===== src/rtl/useq_pkg.sv =====
// Shared definitions for the microprogram sequencer.
// Assumes: the condition-select field is always 4 bits wide (16 inputs).
package useq_pkg;
    localparam int COND_SEL_W = 4;
    localparam int COND_N     = 1 << COND_SEL_W;

    typedef enum logic [1:0] {
        SQ_IDLE = 2'd0,   // waiting for an opcode
        SQ_FILL = 2'd1,   // fetching first word of a routine or a transfer target
        SQ_EXEC = 2'd2    // issuing the buffered word, prefetching the next
    } sq_state_e;
endpackage


===== src/rtl/useq_branch_unit.sv =====
// Splits the executing control word into its fields and decides whether
// a conditional transfer is taken. Purely combinational.
// Assumes: the field layout documented in the brief (enables at the bottom).
module useq_branch_unit
    import useq_pkg::*;
#(
    parameter int N_UOPS = 8,
    parameter int ADDR_W = 6,
    parameter int WORD_W = N_UOPS + 2 + COND_SEL_W + ADDR_W
) (
    input  logic [WORD_W-1:0] word,
    input  logic [COND_N-1:0] cond,
    output logic [N_UOPS-1:0] uops,
    output logic              is_end,
    output logic              taken,
    output logic [ADDR_W-1:0] target
);
    localparam int END_BIT = N_UOPS;
    localparam int CBR_BIT = N_UOPS + 1;
    localparam int SEL_LO  = N_UOPS + 2;
    localparam int TGT_LO  = SEL_LO + COND_SEL_W;

    logic [COND_SEL_W-1:0] sel;

    // Field extraction and condition test.
    always_comb begin
        uops   = word[N_UOPS-1:0];
        is_end = word[END_BIT];
        sel    = word[SEL_LO +: COND_SEL_W];
        target = word[TGT_LO +: ADDR_W];
        taken  = word[CBR_BIT] & cond[sel];
    end
endmodule


===== src/rtl/useq_addr_reg.sv =====
// Micro-address register: holds the address being fetched from the store.
// Loads an opcode start address, a transfer target, or steps by one.
// Assumes: at most one load request per cycle; start load has priority.
module useq_addr_reg #(
    parameter int ADDR_W = 6
) (
    input  logic              clk,
    input  logic              rst_n,
    input  logic              load_start,
    input  logic [ADDR_W-1:0] start_addr,
    input  logic              load_tgt,
    input  logic [ADDR_W-1:0] tgt_addr,
    input  logic              step,
    output logic [ADDR_W-1:0] pc
);
    // Address update with synchronous reset; stepping wraps modulo 2^ADDR_W.
    always_ff @(posedge clk) begin
        if (!rst_n)          pc <= '0;
        else if (load_start) pc <= start_addr;
        else if (load_tgt)   pc <= tgt_addr;
        else if (step)       pc <= pc + 1'b1;
    end
endmodule


===== src/rtl/useq_prefetch_buf.sv =====
// Holds the control word that is executing. It is loaded from the store
// output and cleared when its contents must not be issued.
// Assumes: clear has priority over load.
module useq_prefetch_buf #(
    parameter int WORD_W = 20
) (
    input  logic              clk,
    input  logic              rst_n,
    input  logic              load,
    input  logic              clear,
    input  logic [WORD_W-1:0] din,
    output logic [WORD_W-1:0] dout
);
    // Word capture; reset and clear empty the buffer to all zeros.
    always_ff @(posedge clk) begin
        if (!rst_n)     dout <= '0;
        else if (clear) dout <= '0;
        else if (load)  dout <= din;
    end
endmodule


===== src/rtl/useq_ctrl.sv =====
// Sequencer state machine: idle / fill / execute. Turns the decoded end
// marker and transfer decision into load, step and flush strobes.
// Assumes: is_end and taken are meaningful only in the execute state.
module useq_ctrl
    import useq_pkg::*;
(
    input  logic      clk,
    input  logic      rst_n,
    input  logic      opc_valid,
    input  logic      is_end,
    input  logic      taken,
    output sq_state_e state,
    output logic      load_start,
    output logic      load_tgt,
    output logic      step,
    output logic      buf_load,
    output logic      buf_clear
);
    sq_state_e nxt;

    // Next-state and strobe decode; the end marker outranks a transfer.
    always_comb begin
        nxt        = state;
        load_start = 1'b0;
        load_tgt   = 1'b0;
        step       = 1'b0;
        buf_load   = 1'b0;
        buf_clear  = 1'b0;
        unique case (state)
            SQ_IDLE: begin
                load_start = opc_valid;
                if (opc_valid) nxt = SQ_FILL;
            end
            SQ_FILL: begin
                buf_load = 1'b1;
                step     = 1'b1;
                nxt      = SQ_EXEC;
            end
            SQ_EXEC: begin
                if (is_end) begin
                    buf_clear = 1'b1;
                    nxt       = SQ_IDLE;
                end else if (taken) begin
                    load_tgt  = 1'b1;
                    buf_clear = 1'b1;
                    nxt       = SQ_FILL;
                end else begin
                    buf_load = 1'b1;
                    step     = 1'b1;
                end
            end
            default: nxt = SQ_IDLE;
        endcase
    end

    // State register with synchronous reset.
    always_ff @(posedge clk) begin
        if (!rst_n) state <= SQ_IDLE;
        else        state <= nxt;
    end

    AST_FILL_TO_EXEC: assert property (@(posedge clk) disable iff (!rst_n)
        state == SQ_FILL |=> state == SQ_EXEC);
    AST_END_TO_IDLE: assert property (@(posedge clk) disable iff (!rst_n)
        (state == SQ_EXEC && is_end) |=> state == SQ_IDLE);
endmodule


===== src/rtl/useq_sequencer.sv =====
// Top of the microprogram sequencer. It fetches control words from an
// external combinational store, issues one per cycle and prefetches the
// next one. It also handles conditional transfers with a one-cycle bubble
// and ends a machine instruction on the end marker.
// Assumes: rom_data is valid in the same cycle as rom_addr; ADDR_W >= OPC_W.
module useq_sequencer
    import useq_pkg::*;
#(
    parameter int N_UOPS = 8,
    parameter int ADDR_W = 6,
    parameter int OPC_W  = 4,
    parameter int WORD_W = N_UOPS + 2 + COND_SEL_W + ADDR_W
) (
    input  logic              clk,
    input  logic              rst_n,
    input  logic              opc_valid,
    input  logic [OPC_W-1:0]  opc,
    input  logic [COND_N-1:0] cond,
    input  logic [WORD_W-1:0] rom_data,
    output logic [ADDR_W-1:0] rom_addr,
    output logic              opc_ready,
    output logic [N_UOPS-1:0] uop,
    output logic              uop_valid,
    output logic              instr_done
);
    localparam int START_SH = ADDR_W - OPC_W;

    sq_state_e         state;
    logic              load_start, load_tgt, step, buf_load, buf_clear;
    logic [WORD_W-1:0] cur_word;
    logic [N_UOPS-1:0] cur_uops;
    logic              cur_end, cur_taken;
    logic [ADDR_W-1:0] cur_target;
    logic [ADDR_W-1:0] start_addr;

    // Opcode decode: each routine begins on a 2^START_SH boundary.
    always_comb start_addr = ADDR_W'(opc) << START_SH;

    useq_ctrl u_ctrl (
        .clk        (clk),
        .rst_n      (rst_n),
        .opc_valid  (opc_valid),
        .is_end     (cur_end),
        .taken      (cur_taken),
        .state      (state),
        .load_start (load_start),
        .load_tgt   (load_tgt),
        .step       (step),
        .buf_load   (buf_load),
        .buf_clear  (buf_clear)
    );

    useq_addr_reg #(.ADDR_W(ADDR_W)) u_addr (
        .clk        (clk),
        .rst_n      (rst_n),
        .load_start (load_start),
        .start_addr (start_addr),
        .load_tgt   (load_tgt),
        .tgt_addr   (cur_target),
        .step       (step),
        .pc         (rom_addr)
    );

    useq_prefetch_buf #(.WORD_W(WORD_W)) u_buf (
        .clk   (clk),
        .rst_n (rst_n),
        .load  (buf_load),
        .clear (buf_clear),
        .din   (rom_data),
        .dout  (cur_word)
    );

    useq_branch_unit #(.N_UOPS(N_UOPS), .ADDR_W(ADDR_W), .WORD_W(WORD_W)) u_br (
        .word   (cur_word),
        .cond   (cond),
        .uops   (cur_uops),
        .is_end (cur_end),
        .taken  (cur_taken),
        .target (cur_target)
    );

    // Output drive: enables appear only in the execute state.
    always_comb begin
        uop_valid  = (state == SQ_EXEC);
        opc_ready  = (state == SQ_IDLE);
        uop        = uop_valid ? cur_uops : '0;
        instr_done = uop_valid & cur_end;
    end

    AST_IDLE_QUIET: assert property (@(posedge clk) disable iff (!rst_n)
        opc_ready |-> (!uop_valid && uop == '0 && !instr_done));
    AST_ACCEPT_FILL: assert property (@(posedge clk) disable iff (!rst_n)
        (opc_valid && opc_ready) |=>
            (!uop_valid && rom_addr == (ADDR_W'($past(opc)) << START_SH)));
    AST_PREFETCH_STEP: assert property (@(posedge clk) disable iff (!rst_n)
        (uop_valid && !instr_done && !cur_taken) |=>
            (uop_valid && rom_addr == $past(rom_addr) + 1'b1));
    AST_DONE_READY: assert property (@(posedge clk) disable iff (!rst_n)
        instr_done |=> (opc_ready && !uop_valid));
    AST_TAKEN_BUBBLE: assert property (@(posedge clk) disable iff (!rst_n)
        (uop_valid && cur_taken && !instr_done) |=>
            (!uop_valid && uop == '0 && rom_addr == $past(cur_target)));
    AST_BUSY_NO_READY: assert property (@(posedge clk) disable iff (!rst_n)
        (uop_valid && !instr_done) |=> !opc_ready);
endmodule


===== config.mk =====
export PLATFORM = sky130hd
export DESIGN_NAME = useq_sequencer
export DESIGN_NICKNAME = d
export VERILOG_FILES = /design/src/rtl/useq_pkg.sv /design/src/rtl/useq_branch_unit.sv /design/src/rtl/useq_addr_reg.sv /design/src/rtl/useq_prefetch_buf.sv /design/src/rtl/useq_ctrl.sv /design/src/rtl/useq_sequencer.sv
export SDC_FILE = /design/constraint.sdc
export NUM_CORES = 1
export LEC_CHECK = 0
export ABC_CLOCK_PERIOD_IN_PS = 3200
export BUFFER_PORTS_ARGS = -buffer_cell sky130_fd_sc_hd__buf_2
export CELL_PAD_IN_SITES_DETAIL_PLACEMENT = 1
export CELL_PAD_IN_SITES_GLOBAL_PLACEMENT = 1
export CORE_MARGIN = 3
export CORE_UTILIZATION = 30
export CTS_BUF_LIST = sky130_fd_sc_hd__clkbuf_16
export DETAILED_ROUTE_END_ITERATION = 6
export PLACE_DENSITY = 0.77
export SETUP_SLACK_MARGIN = 0.4
export SLEW_MARGIN = 20
export SYNTH_ARGS = -nofsm -noshare
export SYNTH_HDL_FRONTEND = slang
export SYNTH_SLANG_ARGS = --single-unit

===== constraint.sdc =====
create_clock -name clk -period 3.2 [get_ports clk]
set_input_delay 0 -clock clk [delete_from_list [all_inputs] [get_ports clk]]
set_output_delay 0 -clock clk [all_outputs]
set_load 0.01 [all_outputs]

==> reports/qor.yml, run 1 <==
fin_worst_skew_ns: 0.00474
critPathLaunchType: "flip-flop"
finalPower_uw: 1580
finalSetupViolations: 0
dpl_cell_area_um2: 1970
io_pins: 60
nNetsFinal: 313
report.final.slew_viol_count: 0
end_kind: "flip-flop"
cts_sinks: 28
tightest_slew_ns: 0.691
path_class: "reg2reg"
synth_edf_count: 0
postSynthAreaPerCell_um2: 8.32
clockBufferDepth: 2
antenna_found_initial: 0
grt_overflow: 0
fin_crit_sh_pct: 80.2
placementRows: 26
cts_tree: "built"
cts_max_level: 1
clkLatencyLatePin_ns: 0.26
min_from: "rom_data[15]"
post-route-cell-area_um2: 2220
place_congestion: 0.841
portBuffers: 59
synthFlopType: "dfxtp_1"
die_y_um: 79.9
drt-wirelength-per-cell_um: 15.3
drv_cap: 0
r2r_end: "u_buf.dout[3]"
netlist_area_um2: 1640
r2r_cells: 6
grt_start_max_net_pins: 24
grt_pass1_vias: 1846
path_clk_slew_ns: 0.07
vias: 1712
crit_required_ns: 3.34
die_area_um2: 6390
ys_seq_elements: 28
leakagePower_uw: 0.000924
post-route-util_pct: 42.7
async_flop_share_pct: 0
root_buffer: "clkbuf_16"
area_growth_pct: 35.5
yosys-top-cells-area: "dfxtp_1, a21oi_1, nand3_1"
setup-tns-final_ns: 0
rrSetupSlack_ns: 0.63
syn_inst: 197
drtIter0Drc: 39
grt_pass1_wl_um: 8470
netlist.area_leader.share_pct: 34.2
drc: 0
holdWs_ns: 0.00557
status: "finished, final reports clean"
vias_per_cell: 5.14
fmax_mhz: 389
peakVddDrop_uv: 319
hpwl_um: 3790
synth_nets: 246
grt_setup_unrepaired: "no"
drtPass1Iterations: 4
ys_types: 41
drive_gt1_share_pct: 28.1
cp.arrival_ns: 2.71
grt_usage_pct: 16.8
rr_startpoint: "u_buf.dout[10]"
cts_post_setup_buffers_inserted: 0
numCtsBuffers: 3
power.density_nw_per_um2: 711
yosys_warnings: 0
worstPathMaxFanout: 19
period_minus_slack_ns: 2.57
die_w_um: 79.9
ant_nets: 0
hold_viol_final: 0
synth_top_area_cell: "dfxtp_1"
core_area_um2: 5200
synth-seq-area-share_pct: 34.2
hold_class: "in2reg"
wl_um: 5100
whs_endpoint: "u_buf.dout[15]"
min_path_cells: 3
slew_headroom_pct: 53.9
diodes: 0
initial_core_util_pct: 31.5
[cell families (layout without fill, tap and decap cells)]
group           count (synthesis)  after routing  synth area share (%)
buf+inv                        18             84                  5.34
fa+ha+maj                       6              6                  4.58
flops                          28             28                  34.2
xor+xnor                        5              5                  2.67
compound gates                 63             63                  23.1
simple gates                   69             69                  23.6
mux                             8              8                  6.49
[cell usage after synthesis (all sizes together) (3+ instances only)]
cell type / n
dfxtp: 28
a21oi: 22
o21ai: 22
nand3: 21
nand2: 11
and2: 10
clkbuf: 7
buf: 6
ha: 6
o31ai: 6
inv: 5
mux2i: 5
nor2: 5
and3: 3
and3b: 3
nor4: 3
o211ai: 3
or2: 3
xnor2: 3
[worst max-delay path: stages, from the launching register on]
cell and delay, ns:
dfxtp_1 0.55, mux4_2 0.54, or2_0 0.23, and3_2 0.22, o31a_1 0.53, o21ai_0 0.28, a21oi_1 0.10
[what timing repair did]
item                       in CTS  in global routing
hold endpoints to repair       14                  0
setup endpoints to repair       0                 18
hold buffers                   14                  0
resized for setup               0                  1
[layout by cell type, fill, tap and decap left out, types with 3 or more instances in the layout]
cell type,netlist,routed
o21ai_0,12,12
o211ai_1,3,3
xnor2_1,3,3
and3b_1,3,3
o21ai_1,10,10
dlygate4sd3_1,0,14
nor4_1,3,3
a21oi_1,22,22
clkbuf_16,0,3
o31ai_1,6,5
nor2_1,5,5
nand3_1,21,21
inv_1,5,5
ha_1,6,6
and2_1,10,10
nand2_1,11,10
dfxtp_1,28,28
mux2i_1,5,5
buf_2,4,59
[final cells by class]
class | instances | area, µm²
multi-input cells | 151 | 998
clock inverters | 1 | 30.0
flip-flops and latches | 28 | 561
fillers | 660 | 2980
repair buffers | 75 | 450
clock buffers | 3 | 75.1
well taps | 70 | 87.6
inverters | 5 | 18.8
[worst max path at each step]
stage / cells after the start / start / slack [ns] / end
after floorplan: 8 / u_buf.dout[10] / 0.99 / u_addr.pc[5]
after global placement: 6 / u_buf.dout[10] / 0.72 / u_buf.dout[0]
after detailed placement: 6 / u_buf.dout[10] / 0.61 / u_buf.dout[3]
after CTS: 6 / u_buf.dout[10] / 0.59 / u_buf.dout[3]
after global routing: 6 / u_buf.dout[10] / 0.41 / u_buf.dout[3]
final: 6 / u_buf.dout[10] / 0.63 / u_buf.dout[3]
[power by group]
group / leakage, µW / total, µW / internal (µW) / switching [µW]
Sequential: 0.000228 / 511 / 429 / 82.3
Clock: 0.0000511 / 375 / 249 / 125
Combinational: 0.000646 / 694 / 265 / 429
Total: 0.000924 / 1580 / 943 / 636
[state kept, by name (all words and copies together) (netlist names)]
name / flops
u_addr.pc: 6
u_buf.dout: 20
u_ctrl.state: 2
[metrics by stage]
step / instances / setup WS (ns)
after floorplan: 197 / 0.994
after global placement: 315 / 0.719
after detailed placement: 315 / 0.606
after CTS: 333 / 0.592
after global routing: 333 / 0.412
final: 333 / 0.632
[layer usage]
metal	track usage (%)	vias to the layer above	routed length, µm
met5	0	-	0
met2	31.5	35	2740
met3	3.05	4	173
met4	4.56	0	48
li1	-	854	-
met1	19.1	819	2140
Note: power is estimated with default switching activity, not from simulation.
==> run 2: changes to the inputs <==
ABC_AREA = 1   (was default)
ABC_CLOCK_PERIOD_IN_PS = 2400   (was 3200)
PLACE_DENSITY = 0.81   (was 0.77)
clock period = 2.4 ns   (was 3.2 ns; I/O delays follow)
==> reports/qor.yml, run 2 <==
leakagePower_uw: 0.00123  # +33%
async_flop_share_pct: 0  # unchanged
cts_sinks: 28  # unchanged
path_clk_slew_ns: 0.07  # about the same
synth.most_common_cell: "nand2_1"
hold_class: "in2reg"
registers.top_by_ff_count: "u_buf.dout"
peakVddDrop_uv: 412  # +29%
worstPathMaxFanout: 15  # -4
setup-tns-final_ns: 0  # unchanged
vias: 1844  # +7.7%
path_buf_inv: 2  # +2
synth_edf_count: 0  # unchanged
ys_types: 23  # -44%
critPathLaunchType: "flip-flop"
period_minus_slack_ns: 1.84  # -0.727 ns
die_area_um2: 6450  # +1.1%
reg_top3: "u_buf.dout (20), u_addr.pc (6), u_ctrl.state (2)"
slew_headroom_pct: 71.9  # +18 points
yosys_warnings: 0  # unchanged
synth_nets: 310  # +26%
clockBufferDepth: 2  # unchanged
placementRows: 26  # unchanged
crit_required_ns: 2.61  # -0.73 ns
final_cell_mix: "nand2_1, buf_2, inv_1"
report.final.slew_viol_count: 0  # unchanged
largest_register_ffs: 20  # unchanged
netlist_area_um2: 1660  # +1.1%
hold_viol_final: 0  # unchanged
grt_usage_pct: 16.2  # -0.56 points
initial_core_util_pct: 31.7  # +0.16 points
postSynthAreaPerCell_um2: 6.35  # -24%
clkLatencyLatePin_ns: 0.26  # about the same
synthFlopType: "dfxtp_1"
cts_tree: "built"
root_buffer: "clkbuf_16"
synth-seq-area-share_pct: 33.8  # -0.39 points
cpLargestDelayFamily: "simple AND/OR/NAND/NOR gates"
synth_top_area_cell: "dfxtp_1"
dp_cells: 384  # +22%
io_pins: 60  # unchanged
wl_um: 5090  # -0.14%
slowest_stage: "dfxtp_1"
cpPeakStageDelay_ns: 0.34  # -0.21 ns
hpwl_um: 3710  # -2.1%
syn_inst: 261  # +32%
post-route-util_pct: 45.0  # +2.3 points
crit_cells: 10  # +4
status: "finished, final reports clean"
crit_chain: "inv_1 > ha_1 > inv_1 > nor2_2 > nand3_2 > nand2_1 > nand2_1 > o21ai_0 > nor2_1 > nor2_1"
diodes: 0  # unchanged
grt_setup_unrepaired: "yes"
synth_common_cells: "nand2_1, inv_1, dfxtp_1"
critPathCapture: "u_addr.pc[2]"
cp.arrival_ns: 2.05  # -0.66 ns
fin_crit_sh_pct: 76.7  # -3.6 points
grt_pass1_wl_um: 8350  # -1.5%
crit_path_start: "u_ctrl.state[0]"
finalSetupViolations: 0  # unchanged
fin_worst_skew_ns: 0.00258  # -0.00215 ns
place_congestion: 0.800  # -4.8%
yosys-top-cells-area: "dfxtp_1, nand2_1, inv_1"
dpl_cell_area_um2: 2010  # +2.0%
power.density_nw_per_um2: 1030  # +45%
tightest_slew_ns: 0.420  # -0.271 ns
rr_startpoint: "u_ctrl.state[0]"
ant_nets: 0  # unchanged
drt-wirelength-per-cell_um: 12.4  # -19%
area_growth_pct: 42.2
nNetsFinal: 391  # +25%
drive_gt1_share_pct: 25.5  # -2.6 points
layout.cells.non_filler: 411  # +23%
vias_per_cell: 4.49  # -13%
rrSetupSlack_ns: 0.56  # -0.07 ns
netlist.area_leader.share_pct: 33.8  # -0.39 points
grt_start_max_net_pins: 18  # -25%
grt_pass1_vias: 1826  # -1.1%
fmax_mhz: 543  # +40%
drtIter0Drc: 44  # +13%
die_y_um: 80.3  # +0.53%
ys_seq_elements: 28  # unchanged
drtPass1Iterations: 4  # unchanged
end_kind: "flip-flop"
antenna_found_initial: 0  # unchanged
post-route-cell-area_um2: 2360  # +6.1%
grt_overflow: 0  # unchanged
numCtsBuffers: 3  # unchanged
portBuffers: 59  # unchanged
cts_max_level: 1  # unchanged
r2r_end: "u_addr.pc[2]"
die_w_um: 80.3  # +0.53%
r2r_cells: 10  # +4
drc: 0  # unchanged
layout_commonest_cell: "nand2_1"
core_area_um2: 5240  # +0.62%
drv_cap: 0  # unchanged
fillers: 705  # +6.8%
path_class: "reg2reg"
==> run 2: cell types whose count changed after synthesis, moves of 7 or more <==
cell / change
nand2_1: +83
inv_1: +34
and2_1: -10
o21ai_1: -10
nand4_1: +8
o21ai_0: -7
==> run 2: power by group <==
group	leakage [µW]	internal, µW	switching [µW]
clock network	0.0000511	332	162
logic	0.000945	484	700
registers	0.000229	616	134
==> run 2: repair_timing <==
item                       4_1_cts  5_1_grt
setup endpoints to repair       23       26
hold buffers                    17        1
setup buffers                    0        5
pin swaps                        0        1
gates resized for setup          2        5
gates cloned                     0        0
hold endpoints to repair        17        1
==> run 2: cell type report <==
class / count / area, µm² / share of cell area, %
Clock buffer: 3 / 75.1 / 3.18
Sequential cell: 28 / 564 / 23.9
Timing Repair Buffer: 87 / 571 / 24.2
Inverter: 41 / 163 / 6.90
Tap cell: 70 / 87.6 / 3.72
Multi-Input combinational cell: 181 / 867 / 36.8
Clock inverter: 1 / 30.0 / 1.27
==> run 2: logic make-up after synthesis <==
group           Yosys count  share of synthesized area [%]
fa+ha+maj                 6                           4.53
simple gates            142                           36.3
xor+xnor                  3                           1.59
compound gates           30                           9.43
buf+inv                  52                           14.3
flops                    28                           33.8
==> run 2: metrics by stage <==
step / setup WS (ns) / total power (µW) / hold WS (ns)
2_1_floorplan: 0.522 / 1550 / 0.121
3_3_place_gp: 0.373 / 1820 / 0.252
3_5_place_dp: 0.266 / 1860 / 0.257
4_1_cts: 0.426 / 2380 / 0.00169
5_1_grt: 0.294 / 2650 / 0.0118
6_report: 0.559 / 2430 / 0.00636
==> run 2: routing by layer <==
layer | global-route usage (%) | wire [µm] | up-vias
met5 | 0 | 0 | -
met4 | 4.05 | 54 | 0
met3 | 2.35 | 233 | 5
met2 | 28.0 | 2390 | 49
met1 | 21.0 | 2410 | 823
li1 | - | - | 967
==> run 2: how the worst min path moves through the flow <==
| stage | depth (start not counted) | end | from | slack (ns) |
|---|---|---|---|---|
| floorplan | 2 | u_addr.pc[3] | rst_n | 0.12 |
| global placement | 3 | u_buf.dout[0] | rom_data[0] | 0.25 |
| finish | 3 | u_buf.dout[18] | rom_data[18] | 0.006 |
| global route | 3 | u_buf.dout[18] | rom_data[18] | 0.01 |
| detailed placement | 3 | u_buf.dout[0] | rom_data[0] | 0.26 |
| CTS | 3 | u_buf.dout[9] | rom_data[9] | 0.002 |
==> run 2: worst reg2reg max path: cells and delay by family, from the launching register on <==
family	cells	cell delay (ns)
AOI/OAI and AO/OA	1	0.17
and+or+nand+nor	6	0.92
buffers and inverters	2	0.17
DFF	1	0.34
adders and majority gates	1	0.17
